**src/rtl/qenc_counter.sv**
```systemverilog
module qenc_counter #(
  parameter int CNT_W = 16
) (
  input  logic             clk,
  input  logic             rst_n,
  input  logic             phase_a_in,
  input  logic             phase_b_in,
  input  logic             index_in,
  input  logic [1:0]       mode,
  input  logic             idx_clr_en,
  output logic [CNT_W-1:0] position,
  output logic             dir_up,
  output logic             index_evt
);

  logic [2:0] sync1, sync2, prev;

  always_ff @(posedge clk or negedge rst_n) begin
    if (!rst_n) begin
      sync1 <= '0;
      sync2 <= '0;
      prev  <= '0;
    end else begin
      sync1 <= {index_in, phase_b_in, phase_a_in};
      sync2 <= sync1;
      prev  <= sync2;
    end
  end

  wire a      = sync2[0];
  wire b      = sync2[1];
  wire a_chg  = sync2[0] ^ prev[0];
  wire b_chg  = sync2[1] ^ prev[1];
  wire a_rise = a_chg & a;
  wire b_rise = b_chg & b;
  wire idx_rise = sync2[2] & ~prev[2];
  wire idx_clr  = idx_rise & idx_clr_en;

  logic step, up;

  always_comb begin
    step = 1'b0;
    up   = 1'b0;
    if (!(a_chg && b_chg)) begin
      case (mode)
        2'b00: if (a_rise) begin step = 1'b1; up = ~b; end
        2'b01: if (a_chg)  begin step = 1'b1; up = a ^ b; end
        2'b10: begin
          if (a_rise)      begin step = 1'b1; up = ~b; end
          else if (b_rise) begin step = 1'b1; up = a;  end
        end
        default: begin
          if (a_chg)       begin step = 1'b1; up = a ^ b;    end
          else if (b_chg)  begin step = 1'b1; up = ~(a ^ b); end
        end
      endcase
    end
  end

  always_ff @(posedge clk or negedge rst_n) begin
    if (!rst_n) begin
      position  <= '0;
      dir_up    <= 1'b0;
      index_evt <= 1'b0;
    end else begin
      index_evt <= idx_rise;
      if (step) dir_up <= up;
      if (idx_clr)   position <= '0;
      else if (step) position <= up ? position + 1'b1 : position - 1'b1;
    end
  end

  assert_step_unit_R6: assert property (@(posedge clk) disable iff (!rst_n)
    (position == $past(position)) || (position == $past(position) + 1'b1) ||
    (position == $past(position) - 1'b1) || (position == '0));

  assert_idx_single_R9: assert property (@(posedge clk) disable iff (!rst_n)
    index_evt |=> !index_evt);

  assert_idx_clear_R10: assert property (@(posedge clk) disable iff (!rst_n)
    idx_clr |=> (position == '0) && index_evt);

  assert_mode0_b_ignored_R2: assert property (@(posedge clk) disable iff (!rst_n)
    (mode == 2'b00 && b_chg && !a_chg && !idx_clr) |=> $stable(position) && $stable(dir_up));

  assert_both_change_ignored_R8: assert property (@(posedge clk) disable iff (!rst_n)
    (a_chg && b_chg && !idx_clr) |=> $stable(position) && $stable(dir_up));

endmodule

```
**config.mk**
```make
export PLATFORM = sky130hd
export DESIGN_NAME = qenc_counter
export DESIGN_NICKNAME = d
export VERILOG_FILES = /design/src/rtl/qenc_counter.sv
export SDC_FILE = /design/constraint.sdc
export NUM_CORES = 1
export LEC_CHECK = 0
export ABC_AREA = 1
export BUFFER_PORTS_ARGS = -buffer_cell sky130_fd_sc_hd__buf_2
export CAP_MARGIN = 20
export CORE_MARGIN = 2
export CORE_UTILIZATION = 30
export CTS_BUF_LIST = sky130_fd_sc_hd__clkbuf_16
export DETAILED_ROUTE_END_ITERATION = 8
export GPL_ROUTABILITY_DRIVEN = 1
export SLEW_MARGIN = 25
export SYNTH_ARGS = -nofsm -noshare
export SYNTH_HDL_FRONTEND = slang
export SYNTH_SLANG_ARGS = --single-unit
```
**constraint.sdc**
```tcl
create_clock -name clk -period 3.4 [get_ports clk]
set_input_delay 0.51 -clock clk [delete_from_list [all_inputs] [get_ports clk]]
set_output_delay 0.51 -clock clk [all_outputs]
set_load 0.05 [all_outputs]
```
==> flow_metrics.env <==
export IMPL_postCtsSetupBuffers=0
export IMPL_postSynthRegisterBits=27
export IMPL_post_route_period_util=0.856
export IMPL_synth_warnings=0
export IMPL_max_slew_margin_rel=0.581
export IMPL_max_stage_delay_ns=0.42
export IMPL_worst_hold_path_type="input pin to asynchronous set/reset pin"
export IMPL_setup_slack_ns=0.490
export IMPL_timing_rr_start="sync2[0]"
export IMPL_worstPathRequired_ns=3.56
export IMPL_skew_ns=0.00313
export IMPL_drtPass1Iterations=4
export IMPL_grt_start_max_net_pins=28
export IMPL_antenna_found_initial=0
export IMPL_power_density_nw_per_um2=1020
export IMPL_nets=318
export IMPL_syn_to_final_growth_pct=15.7
export IMPL_drive_gt1_frac=0.145
export IMPL_route_detailed_drc=0
export IMPL_wl_per_cell_um=11.4
export IMPL_critPathSlowestCell="dfrtp_1"
export IMPL_fillers=675
export IMPL_pre_cts_ws_ns=0.520
export IMPL_post_cts_resized=0
export IMPL_dp_cells=363
export IMPL_grt_pass1_vias=1652
export IMPL_cp_num_buf_inv=2
export IMPL_synth_area_leaders="dfrtp_1, nand2_1, ha_1"
export IMPL_die_area_um2=6990
export IMPL_die_w_um=83.6
export IMPL_top_level_ports=26
export IMPL_rsz0062_at_grt="no"
export IMPL_tightest_slew_ns=0.629
export IMPL_avgSynthCellArea_um2=7.29
export IMPL_io_buffer_count=25
export IMPL_crit_type="register to register"
export IMPL_setup_viol=0
export IMPL_maxCapViolCount=0
export IMPL_worstPathArrival_ns=3.07
export IMPL_synth_fp_nets=288
export IMPL_stdcell_count=367
export IMPL_critPathLaunchType="register"
export IMPL_grt_pass1_wl_um=7600
export IMPL_core_area_um2=6240
export IMPL_hpwlAfterDp_um=3320
export IMPL_postSynth_asyncResetShare=1.00
export IMPL_grt_util_all_layers=0.130
export IMPL_synth_cells=261
export IMPL_dpl_cell_area_um2=2120
export IMPL_first_iter_violations=75
export IMPL_vias=1701
export IMPL_r2r_slack_ns=0.49
export IMPL_cp_top_family="simple AND/OR/NAND/NOR gates"
export IMPL_synth_distinct_cells=25
export IMPL_drt_wl_total_um=4200
export IMPL_cts_buffer_depth=2
export IMPL_ant_nets=0
export IMPL_path_clk_slew_ns=0.07
export IMPL_place_congestion=0.883
export IMPL_cts_sinks=27
export IMPL_diodes=0
export IMPL_seq_area_frac_synth=0.355
export IMPL_min_period_ns=2.91
export IMPL_maxClockFrequency_mhz=344
export IMPL_busiest_layer="met2"
export IMPL_hold_viol=0
export IMPL_fin_area_um2=2200
export IMPL_synthFlopType="dfrtp_1"
export IMPL_h_tree_depth=1
export IMPL_use_met1=0.172
export IMPL_synth_top_cell_area_share=0.355
export IMPL_grtUsageMet3=0.0227
export IMPL_die_h_um=83.6
export IMPL_yosysTopAreaCell="dfrtp_1"
export IMPL_grt_use_met2=0.219
export IMPL_finalSetupTns_ns=0
export IMPL_clock_root_buffer="clkbuf_16"
export IMPL_reg2regPathDepth=16
export IMPL_total_power_mw=2.25
export IMPL_rows=29
export IMPL_via_per_inst=4.63
export IMPL_synth_edff_count=0
export IMPL_power_leakage_nw=1.23
export IMPL_status="finished, final reports clean"
export IMPL_crit_fanout=10
export IMPL_r2r_end="position[12]"
export IMPL_insertion_delay_ns=0.26
export IMPL_cts_hold_buf=0
export IMPL_overflow=0
export IMPL_cts_tree="built"
export IMPL_numCtsBuffers=3
export IMPL_ir_worst_vdd_uv=330
export IMPL_synthesis_area_um2=1900
export IMPL_cp_cell_sequence="ha_1 -> inv_1 -> nand3_1 -> a21oi_1 -> nor2_1 -> nand2_1 -> nand2_1 -> buf_4 -> ha_1 -> a21oi_1 -> a21boi_0 -> nand3_1 -> nand2_1 -> nand3_1 -> nand3_1 -> nand2_1"
export IMPL_slew_violations=0
export IMPL_start_util=0.305
export IMPL_crit_path_end_kind="register"
-- registers in the layout, summed over array words and instances, names as in the netlist --
register and flops:
dir_up 1, index_evt 1, position 16, prev 3
sync1 3, sync2 3
-- cells in the final DEF, fill, tap and decap left out, types with 2 or more instances in the layout --
master	count
nor2_1	19
nor3_1	2
clkbuf_16	3
inv_1	35
buf_2	25
nand3b_1	2
nand3_1	23
o21ai_2	4
buf_4	2
xnor2_1	3
o21bai_1	3
nand2_1	88
ha_1	18
nand2_2	2
o21ai_1	2
dfrtp_1	27
a21oi_1	11
nor2_4	2
o21ai_0	10
-- per-layer routing --
layer,up-vias,wire length (um)
li1,901,-
met2,22,2010
met4,0,29
met1,774,2030
met3,4,127
met5,-,0
-- synth_stat cells (3+ instances only) --
cell      instances
a21oi_1          11
dfrtp_1          27
ha_1             18
inv_1            35
nand2_1          88
nand3_1          23
nor2_1           19
o21ai_0          10
o21ai_2           4
o21bai_1          3
xnor2_1           3
-- worst max-delay path by stage --
stage                     slack [ns]      endpoint     start  cells after the start
final                           0.49  position[12]  sync2[0]                     16
after global routing             0.1  position[12]  sync2[0]                     17
after CTS                       0.50  position[12]  sync2[0]                     16
after detailed placement        0.52  position[12]  sync2[0]                     16
after global placement          0.53  position[12]  sync2[0]                     16
after floorplan                 0.61  position[12]  sync2[0]                     15
-- worst register-to-register path, cell delays in order, from the launching register on --
cell and delay, ns:
dfrtp_1 0.42, ha_1 0.36, inv_1 0.10, nand3_1 0.10
a21oi_1 0.13, nor2_1 0.06, nand2_1 0.08, nand2_1 0.07
buf_4 0.18, ha_1 0.35, a21oi_1 0.17, a21boi_0 0.28
nand3_1 0.20, nand2_1 0.12, nand3_1 0.07, nand3_1 0.08
nand2_1 0.05
-- cells by family (layout without fill, tap and decap cells) --
group | count (synthesis) | in the layout | share of synthesized area
XOR/XNOR | 4 | 4 | 0.0184
adder cells (fa/ha/maj) | 19 | 19 | 0.129
AO/OA/AOI/OAI | 34 | 34 | 0.108
flip-flops | 27 | 27 | 0.355
buffers and inverters | 38 | 67 | 0.0829
AND/OR/NAND/NOR | 139 | 139 | 0.307
-- area by class of cell --
cell class	count	area, um2	share of cell area
clock inverter	1	8.76	0.00398
multi-input combinational	196	1070	0.486
inverter	36	135	0.0614
sequential	27	676	0.307
tap	77	96.3	0.0438
timing repair buffer	27	140	0.0637
clock buffer	3	75.1	0.0341
-- report_power, final --
part	internal (mW)	switching, mW	total, mW
Clock	0.163	0.122	0.284
Sequential	0.415	0.0876	0.502
Combinational	0.466	1.00	1.47
-- through the flow --
stage | utilization | hold slack, ns
2_1_floorplan | - | 0.214
3_3_place_gp | 0.339 | 0.332
3_5_place_dp | 0.339 | 0.336
4_1_cts | 0.352 | 0.290
5_1_grt | 0.352 | 0.305
6_report | 0.352 | 0.260
No activity file was read; power rests on OpenSTA's default activity.
